[src/rtl/alert_irq_pkg.sv]
package alert_irq_pkg;
  // Alert response address 0001100 followed by the read bit
  localparam logic [7:0] ARA_BYTE = 8'h19;
  localparam int CTL_REL_BIT  = 6;
  localparam int CTL_CLRA_BIT = 7;

  typedef enum logic [2:0] {
    ARB_IDLE,
    ARB_ADDR,
    ARB_ACK,
    ARB_TX,
    ARB_REL
  } arb_state_e;
endpackage

[src/rtl/alert_evt_flags.sv]
module alert_evt_flags #(
  parameter int EVT_W = 8
) (
  input  logic             clk,
  input  logic             rst_n,
  input  logic [EVT_W-1:0] evt_set,
  input  logic [EVT_W-1:0] evt_rdclr,
  input  logic             clr_all,
  output logic [EVT_W-1:0] flags
);
  logic [EVT_W-1:0] drop;
  assign drop = evt_rdclr | {EVT_W{clr_all}};

  always_ff @(posedge clk) begin
    if (!rst_n) flags <= '0;
    else        flags <= (flags & ~drop) | evt_set;
  end

  assert_set_sticks_R1: assert property (@(posedge clk) disable iff (!rst_n)
    (|evt_set) |=> ((flags & $past(evt_set)) == $past(evt_set)));
  assert_clear_all_R2: assert property (@(posedge clk) disable iff (!rst_n)
    (clr_all && evt_set == '0) |=> (flags == '0));
endmodule

[src/rtl/alert_int_gate.sv]
module alert_int_gate (
  input  logic clk,
  input  logic rst_n,
  input  logic cond,
  input  logic txn_active,
  input  logic release_in,
  output logic int_pend
);
  logic release_pend;
  logic armed;

  always_ff @(posedge clk) begin
    if (!rst_n) begin
      int_pend     <= 1'b0;
      release_pend <= 1'b0;
      armed        <= 1'b1;
    end else if (!txn_active) begin
      if (release_pend || release_in) begin
        int_pend     <= 1'b0;
        armed        <= 1'b0;
        release_pend <= 1'b0;
      end else if (!armed) begin
        int_pend <= 1'b0;
        if (!cond) armed <= 1'b1;
      end else begin
        int_pend <= cond;
      end
    end else if (release_in) begin
      release_pend <= 1'b1;
    end
  end

  assert_int_frozen_R4: assert property (@(posedge clk) disable iff (!rst_n)
    txn_active |=> $stable(int_pend));
  assert_release_R5: assert property (@(posedge clk) disable iff (!rst_n)
    (!txn_active && (release_pend || release_in)) |=> !int_pend);
  assert_follow_cond_R3: assert property (@(posedge clk) disable iff (!rst_n)
    (!txn_active && !cond) |=> !int_pend);
  assert_rearm_R6: assert property (@(posedge clk) disable iff (!rst_n)
    $rose(int_pend) |-> $past(armed));
endmodule

[src/rtl/alert_ara_arb.sv]
module alert_ara_arb
  import alert_irq_pkg::*;
#(
  parameter logic [6:0] DEV_ADDR = 7'h2A
) (
  input  logic clk,
  input  logic rst_n,
  input  logic bus_start,
  input  logic scl_in,
  input  logic sda_in,
  input  logic int_pend,
  output logic sda_pull_low,
  output logic ara_won
);
  localparam logic [7:0] TX_BYTE = {DEV_ADDR, 1'b0};

  arb_state_e state;
  logic       scl_q;
  logic [3:0] cnt;
  logic [6:0] shreg;
  logic       hit;
  logic [2:0] bit_idx;
  logic [2:0] nxt_idx;
  logic       sda_low;
  logic       won;
  logic       scl_rise, scl_fall;

  assign scl_rise = scl_in & ~scl_q;
  assign scl_fall = ~scl_in & scl_q;
  assign nxt_idx  = bit_idx - 3'd1;

  always_ff @(posedge clk) begin
    if (!rst_n) begin
      state   <= ARB_IDLE;
      scl_q   <= 1'b1;
      cnt     <= '0;
      shreg   <= '0;
      hit     <= 1'b0;
      bit_idx <= '0;
      sda_low <= 1'b0;
      won     <= 1'b0;
    end else begin
      scl_q <= scl_in;
      won   <= 1'b0;
      if (bus_start) begin
        state   <= ARB_ADDR;
        cnt     <= '0;
        hit     <= 1'b0;
        sda_low <= 1'b0;
      end else begin
        case (state)
          ARB_ADDR: begin
            if (scl_rise && cnt != 4'd8) begin
              shreg <= {shreg[5:0], sda_in};
              cnt   <= cnt + 4'd1;
              if (cnt == 4'd7) hit <= ({shreg, sda_in} == ARA_BYTE) && int_pend;
            end else if (scl_fall && cnt == 4'd8) begin
              if (hit) begin
                sda_low <= 1'b1;
                state   <= ARB_ACK;
              end else begin
                state <= ARB_IDLE;
              end
            end
          end
          ARB_ACK: begin
            if (scl_fall) begin
              state   <= ARB_TX;
              bit_idx <= 3'd7;
              sda_low <= ~TX_BYTE[7];
            end
          end
          ARB_TX: begin
            if (scl_rise) begin
              if (TX_BYTE[bit_idx] && !sda_in) begin
                sda_low <= 1'b0;
                state   <= ARB_IDLE;
              end else if (bit_idx == 3'd0) begin
                won   <= 1'b1;
                state <= ARB_REL;
              end
            end else if (scl_fall) begin
              bit_idx <= nxt_idx;
              sda_low <= ~TX_BYTE[nxt_idx];
            end
          end
          ARB_REL: begin
            if (scl_fall) begin
              sda_low <= 1'b0;
              state   <= ARB_IDLE;
            end
          end
          default: state <= ARB_IDLE;
        endcase
      end
    end
  end

  assign sda_pull_low = sda_low;
  assign ara_won      = won;

  assert_drop_out_R9: assert property (@(posedge clk) disable iff (!rst_n)
    (state == ARB_TX && scl_rise && TX_BYTE[bit_idx] && !sda_in && !bus_start)
      |=> !sda_pull_low);
  assert_drive_window_R7: assert property (@(posedge clk) disable iff (!rst_n)
    sda_pull_low |-> (state == ARB_ACK || state == ARB_TX || state == ARB_REL));
  assert_change_on_fall_R8: assert property (@(posedge clk) disable iff (!rst_n)
    (state == ARB_TX && !scl_rise && !scl_fall && !bus_start) |=> $stable(sda_pull_low));
endmodule

[src/rtl/alert_irq_ctrl.sv]
module alert_irq_ctrl
  import alert_irq_pkg::*;
#(
  parameter int         EVT_W    = 8,
  parameter logic [6:0] DEV_ADDR = 7'h2A
) (
  input  logic             clk,
  input  logic             rst_n,
  input  logic [EVT_W-1:0] evt_set,
  input  logic [EVT_W-1:0] evt_rdclr,
  input  logic [7:0]       reg_wdata,
  input  logic             mask_wr,
  input  logic             ctl_wr,
  input  logic             txn_active,
  input  logic             bus_start,
  input  logic             scl_in,
  input  logic             sda_in,
  output logic             sda_pull_low,
  output logic             int_pull_low,
  output logic             int_pending,
  output logic [EVT_W-1:0] evt_flags
);
  logic [EVT_W-1:0] mask_q;
  logic             clr_all, rel_wr, cond, ara_won, int_pend;

  always_ff @(posedge clk) begin
    if (!rst_n)       mask_q <= '0;
    else if (mask_wr) mask_q <= reg_wdata[EVT_W-1:0];
  end

  assign clr_all = ctl_wr & reg_wdata[CTL_CLRA_BIT];
  assign rel_wr  = ctl_wr & reg_wdata[CTL_REL_BIT];
  assign cond    = |(evt_flags & mask_q);

  alert_evt_flags #(.EVT_W(EVT_W)) u_flags (
    .clk(clk), .rst_n(rst_n), .evt_set(evt_set), .evt_rdclr(evt_rdclr),
    .clr_all(clr_all), .flags(evt_flags)
  );

  alert_int_gate u_gate (
    .clk(clk), .rst_n(rst_n), .cond(cond), .txn_active(txn_active),
    .release_in(rel_wr | ara_won), .int_pend(int_pend)
  );

  alert_ara_arb #(.DEV_ADDR(DEV_ADDR)) u_arb (
    .clk(clk), .rst_n(rst_n), .bus_start(bus_start), .scl_in(scl_in),
    .sda_in(sda_in), .int_pend(int_pend), .sda_pull_low(sda_pull_low),
    .ara_won(ara_won)
  );

  assign int_pull_low = int_pend;
  assign int_pending  = int_pend;

  assert_ack_needs_int_R7: assert property (@(posedge clk) disable iff (!rst_n)
    $rose(sda_pull_low) |-> int_pend);
endmodule

[config.mk]
export PLATFORM = sky130hd
export DESIGN_NAME = alert_irq_ctrl
export DESIGN_NICKNAME = d
export VERILOG_FILES = /design/src/rtl/alert_irq_pkg.sv /design/src/rtl/alert_evt_flags.sv /design/src/rtl/alert_int_gate.sv /design/src/rtl/alert_ara_arb.sv /design/src/rtl/alert_irq_ctrl.sv
export SDC_FILE = /design/constraint.sdc
export NUM_CORES = 1
export LEC_CHECK = 0
export BUFFER_PORTS_ARGS = -buffer_cell sky130_fd_sc_hd__buf_2
export CELL_PAD_IN_SITES_DETAIL_PLACEMENT = 1
export CELL_PAD_IN_SITES_GLOBAL_PLACEMENT = 1
export CORE_MARGIN = 10
export CORE_UTILIZATION = 40
export CTS_BUF_LIST = sky130_fd_sc_hd__clkbuf_4 sky130_fd_sc_hd__clkbuf_8 sky130_fd_sc_hd__clkbuf_16
export DETAILED_ROUTE_END_ITERATION = 8
export PLACE_DENSITY = 0.79
export REMOVE_ABC_BUFFERS = 1
export SKIP_CTS_REPAIR_TIMING = 1
export SYNTH_ARGS = -nofsm -noshare
export SYNTH_HDL_FRONTEND = slang
export SYNTH_HIERARCHICAL = 1
export SYNTH_SLANG_ARGS = --single-unit
[constraint.sdc]
create_clock -name clk -period 3.41 [get_ports clk]
set_clock_uncertainty 0.2 [all_clocks]
set_input_delay 0.341 -clock clk [delete_from_list [all_inputs] [get_ports clk]]
set_output_delay 0.341 -clock clk [all_outputs]
set_load 0.05 [all_outputs]
==> results of run 1 <==
area by class of cell:
cell class	instances	area [um2]
inverters	11	41.3
flip-flops and latches	41	821
multi-input cells	152	1110
repair buffers	42	210
clock buffers	7	90.1
well taps	70	87.6
fillers	637	2710
routing by layer:
layer | track usage | routed length (um) | up-vias | share of wire
met1 | 0.131 | 2100 | 785 | 0.43
met4 | 0.0347 | 55 | 0 | 0.011
met2 | 0.207 | 2500 | 32 | 0.51
li1 | - | - | 815 | -
met5 | 0 | 0 | - | 0
met3 | 0.0432 | 234 | 6 | 0.048
through the flow:
step	utilization	instances	hold WS (ns)	worst slack (ns)	instance area, um2
CTS	0.465	323	0.0220	1.16	2360
global placement	0.448	316	0.261	1.27	2270
finish	0.465	323	0.0258	1.15	2360
global route	0.465	323	0.0151	0.959	2360
floorplan	-	204	0.203	1.51	1970
detailed placement	0.448	316	0.271	1.20	2270
final timing paths:
check | startpoint | endpoint | slack [ns] | depth (start not counted)
worst max-delay path | u_arb/state[0] | u_arb/shreg[2] | 1.15 | 4
worst min-delay path | evt_rdclr[3] | u_flags/flags[3] | 0.03 | 2
worst max register to register | u_arb/state[0] | u_arb/shreg[2] | 1.15 | 4
worst min register to register | u_flags/flags[3] | u_flags/flags[3] | 0.28 | 2
cells by family (layout without fill, tap and decap cells):
kind of cell,Yosys count,after routing
compound gates,35,35
xor+xnor,5,5
fa+ha+maj,7,7
buf+inv,23,60
flops,41,41
mux,19,19
simple gates,86,86
sequential cells by signal, indices dropped and copies added (netlist names), named ones only:
| register | count |
|---|---|
| mask_q | 8 |
| u_arb/ara_won | 1 |
| u_arb/bit_idx | 3 |
| u_arb/cnt | 4 |
| u_arb/hit | 1 |
| u_arb/scl_q | 1 |
| u_arb/sda_pull_low | 1 |
| u_arb/shreg | 7 |
| u_arb/state | 3 |
| u_flags/flags | 8 |
| u_gate/armed | 1 |
| u_gate/int_pend | 1 |
| u_gate/release_pend | 1 |
power groups by stage:
stage                     Clock, mW  Combinational [mW]  Sequential [mW]
after floorplan                   0              0.0461            0.545
after global placement            0               0.119            0.519
after detailed placement          0               0.122            0.520
after CTS                     0.334               0.122            0.509
after global routing          0.362               0.132            0.512
final                         0.322               0.121            0.509
placed cells by master (no fill, tap or decap), types with 2 or more instances in the layout:
cell | Yosys | routed
a22oi_1 | 4 | 4
and2_1 | 5 | 5
xnor2_1 | 2 | 2
ha_1 | 7 | 7
nand4b_1 | 3 | 3
nand3b_1 | 2 | 2
nor3_1 | 2 | 2
nor2_1 | 19 | 19
nor3b_2 | 2 | 2
nand2_1 | 19 | 19
a21oi_1 | 5 | 5
dfxtp_1 | 41 | 41
o31ai_2 | 3 | 3
nor2b_1 | 12 | 12
o21ba_1 | 2 | 2
buf_2 | 1 | 42
nand2_2 | 2 | 2
o21ai_0 | 2 | 2
mux2i_1 | 19 | 19
xor2_1 | 3 | 3
nand2b_1 | 5 | 5
nand3_1 | 4 | 4
nand4_1 | 5 | 5
inv_1 | 11 | 11
clkbuf_8 | 0 | 6
o31ai_1 | 7 | 7
worst max-delay path, stage by stage, from the launching register on:
cell      delay, ns
dfxtp_1        0.58
nor3b_2        0.48
nand4b_1       0.51
mux2i_1        0.30
nor2_1         0.05
synthesized netlist by cell type (2+ instances only):
cell type,count,share of area
nand3b_1,2,0.0072
a21oi_1,5,0.012
xor2_1,3,0.013
nand4b_1,3,0.013
buf_6,5,0.027
nor2b_1,12,0.036
nand2b_1,5,0.015
inv_1,11,0.020
nand2_1,19,0.034
buf_4,2,0.0072
o31ai_1,7,0.025
nor2_1,19,0.034
a22oi_1,4,0.014
nor3_1,2,0.0048
dfxtp_1,41,0.39
nand2_2,2,0.0060
o31ai_2,3,0.018
nand3_1,4,0.0096
xnor2_1,2,0.0084
mux2i_1,19,0.091
and2_1,5,0.015
nor3b_2,2,0.012
o21ba_1,2,0.0096
nand4_1,5,0.015
ha_1,7,0.042
o21ai_0,2,0.0048
clkbuf_1,2,0.0036
==> metrics.txt, run 1 <==
outcome=finished, final reports clean; Worst Max-Slew Pin Slew=0.552 ns; Setup-failing EPs final=0; CTS Root Buffer Type=clkbuf_8; power density cells=403 nW/um2; Critical Path End Type=register; CTS tree=yes; area added between synthesis and finish=13.5%; share of total power in the clock network=0.338; sequential power share=0.535; Pre-Repair DR Iteration Count=4; Sw Ratio=0.256; setup TNS=0 ns; internal power=0.707 mW; Syn. warnings=6; part of the power in combinational logic=0.127; synthesized area per cell=9.64 um2; detailed-route DRC error count=0; Cells after Synth=216; vias in the first global route=1753; maxcap violations=0; largest family of logic cells by synthesized area=simple AND/OR/NAND/NOR gates; Detail Placement HPWL=3870 um; share of cells above drive strength 1=0.245; Post-Synth Adder-Cell Area=0.0421; overall die width=92.1 um; die area=8490 um2; Post-Synth XOR/XNOR Area=0.0210; Synth Area in Simple Gates=0.236; Rel. slew slack=0.632; Worst Path Class, Setup=reg2reg; Slew Viols, Final=0; startpoint types=register; die height=92.1 um; Pwr Total=0.951 mW; Rows=26; Tcrit/Tclk final=0.662; Leak Pwr=1.11 nW; largest net degree at the start of global routing=33; IO Pins=43; Clk Latency, worst-skew pair=0.29 ns; initial antenna violation count=0; RSZ-0062 raised after global routing=false; number of clock sinks=41; vias=1638; final hold viol count=0; Hold Crit Class=in2reg; CP required=3.37 ns; grt total ovfl=0; nets=292; WL/cell=15.1 um; CTS Buffer Depth=2; FFs w/ async S/R, synth=0; Antenna Nets Post-Route=0; Total Wirelength=4890 um; CP arrival=2.22 ns; Switch Pwr=0.244 mW; core box area=5070 um2; flops & latches, synth=41; Compound-Gate Fraction of Synth Area=0.144; depth of the CTS H-tree=2; PortBufs=42; first-pass GRT wire length=8290 um; EDFF count, synth=0; drt initial violations=70; Via-to-Cell Ratio=5.07; Max Freq=443 MHz; GP Congestion=0.739; # diodes=0; register area share after synthesis=0.394; Cell variety after synth=48; post-synthesis mux area share=0.0913; Peak VDD IR=0.220 mV; Initial Util=0.410; synthesized area=2080 um2; gr usage total=0.118; Tmin final=2.26 ns; CP Max Fanout=11; Worst-path clk slew=0.07 ns; dominant synthesized flop cell=dfxtp_1; CTS buffer count=5
Note: power is estimated with default switching activity, not from simulation.
==> inputs of run 2 (changes only) <==
==> constraint.sdc (replaced) <==
create_clock -name clk -period 2.1 [get_ports clk]
set_clock_uncertainty 0.2 [all_clocks]
set_input_delay 0.21 -clock clk [delete_from_list [all_inputs] [get_ports clk]]
set_output_delay 0.21 -clock clk [all_outputs]
set_load 0.05 [all_outputs]
==> metrics.txt, run 2 (same netlist as run 1, synthesis figures left out) <==
outcome=finished with violations; failing checks=negative hold slack; Leak Pwr=1.22 nW (+11%); Worst-path clk slew=0.08 ns (about the same); CP max stage cell=dlygate4sd3_1; part of the power in combinational logic=0.154 (+0.027); vias in the first global route=1685 (-3.9%); Crit path top cell by count=dlygate4sd3_1; drt initial violations=55 (-21%); commonest non-fill, non-tap cells in the layout=42 x buf_2, 41 x dfxtp_1, 24 x dlygate4sd3_1; CP Max Fanout=8 (-3); CP top delay family=buffers and inverters; Total Wirelength=5510 um (+13%); Bufs and invs on worst path=3 (+3); initial antenna violation count=0 (unchanged); CP required=2.14 ns (-1.23 ns); Detail Placement HPWL=3780 um (-2.3%); share of cells above drive strength 1=0.235 (-0.0102); gr usage total=0.119 (+0.00110); final hold viol count=2 (+2); Place WS=0.289 ns (-0.910 ns); Pre-Repair DR Iteration Count=4 (unchanged); dpl cells=319 (+0.95%); Pwr Total=1.58 mW (+66%); Initial Util=0.410 (unchanged); overall die width=92.1 um (unchanged); hold slack=-0.0217 ns (-0.0476 ns); internal power=1.14 mW (+61%); Critical Path Max Stage Delay=0.61 ns (+0.03 ns); CP cell instances=dlygate4sd3_1, buf_2, and2_1, o31ai_1, dlygate4sd3_1; vias=1756 (+7.2%); CTS Root Buffer Type=clkbuf_8; Worst Max-Slew Pin Slew=0.481 ns (-0.0709 ns); Util after Layout=0.517 (+0.0510); Tmin final=2.06 ns; Switch Pwr=0.443 mW (+82%); die area=8490 um2 (unchanged); largest net degree at the start of global routing=29 (-12%); CTS Buffer Depth=2 (unchanged); CP arrival=2.10 ns (-0.12 ns); Hold Crit Class=in2reg; commonest non-fill, non-tap cell in the layout=buf_2; Antenna Nets Post-Route=0 (unchanged); Worst Path Class, Setup=in2reg; Rows=26 (unchanged); core box area=5070 um2 (unchanged); die height=92.1 um (unchanged); PortBufs=42 (unchanged); startpoint types=primary input; Setup-failing EPs final=0 (unchanged); power density cells=604 nW/um2 (+50%); first-pass GRT wire length=8280 um (-0.16%); Critical Path End Type=register; CTS buffer count=5 (unchanged); fin worst setup slack=0.0437 ns (-1.11 ns); Via-to-Cell Ratio=5.00 (-1.3%); GP Congestion=0.750 (+1.5%); WL/cell=15.7 um (+3.7%); Slew Viols, Final=0 (unchanged); sequential power share=0.522 (-0.013); Post-Layout Cell Count=351 (+8.7%); setup TNS=0 ns (unchanged); share of total power in the clock network=0.325 (-0.013); Tcrit/Tclk final=0.979; Clk Latency, worst-skew pair=0.30 ns (about the same); number of clock sinks=41 (unchanged); grt total ovfl=0 (unchanged); maxcap violations=0 (unchanged); area added between synthesis and finish=25.9%; Sw Ratio=0.280 (+0.0236); detailed-route DRC error count=0 (unchanged); nets=319 (+9.2%); Max Freq=486 MHz; biggest regs=mask_q x8, u_flags/flags x8, u_arb/shreg x7; IO Pins=43 (unchanged); CTS tree=yes; Peak VDD IR=0.413 mV (+87%); depth of the CTS H-tree=2 (unchanged); # diodes=0 (unchanged); Rel. slew slack=0.679 (+0.0468)
-- run 2: cell types whose count changed in the layout (fill, tap and decap cells not counted), sizes merged --
cell         delta
buf             +3
clkbuf          -2
clkinv          +2
clkinvlp        +1
dlygate4sd3    +24
-- run 2: cell type report --
type                    count  area, um2
inverters                  11       41.3
clock buffers               5       68.8
clock inverters             3       17.5
multi-input cells         152       1110
fillers                   598       2450
flip-flops and latches     41        821
well taps                  70       87.6
repair buffers             69        473
-- run 2: through the flow --
step	hold slack, ns	instance area [um2]
final	-0.0217	2620
after global placement	0.197	2290
after floorplan	0.0719	1970
after global routing	0.0145	2620
after detailed placement	0.201	2290
after CTS	-0.131	2380
-- run 2: path summary, 6_finish.rpt --
path,from,to,slack [ns],cells past startpoint
setup / recovery,reg_wdata[7],u_flags/flags[4],0.04,5
hold / removal,reg_wdata[3],mask_q[3],-0.02,3
setup reg to reg,u_arb/state[0],u_arb/cnt[2],0.25,5
hold reg to reg,u_gate/release_pend,u_gate/int_pend,0.29,1
-- run 2: layer usage --
layer,GRT usage,part of all wire,vias up
met5,0,0,-
met4,0.0540,0.024,0
met3,0.0375,0.044,10
met2,0.190,0.48,29
met1,0.144,0.45,844
li1,-,-,873
-- run 2: power groups by stage --
stage	sequential [mW]	combinational, mW	clock [mW]
final	0.826	0.243	0.514
after global routing	0.830	0.264	0.574
after CTS	0.826	0.202	0.541
after detailed placement	0.844	0.202	0
after global placement	0.843	0.197	0
after floorplan	0.886	0.0748	0
-- run 2: tightest hold or removal path: stages --
cell and delay [ns]:
buf_2 0.08, mux2i_1 0.06, nor2b_1 0.10
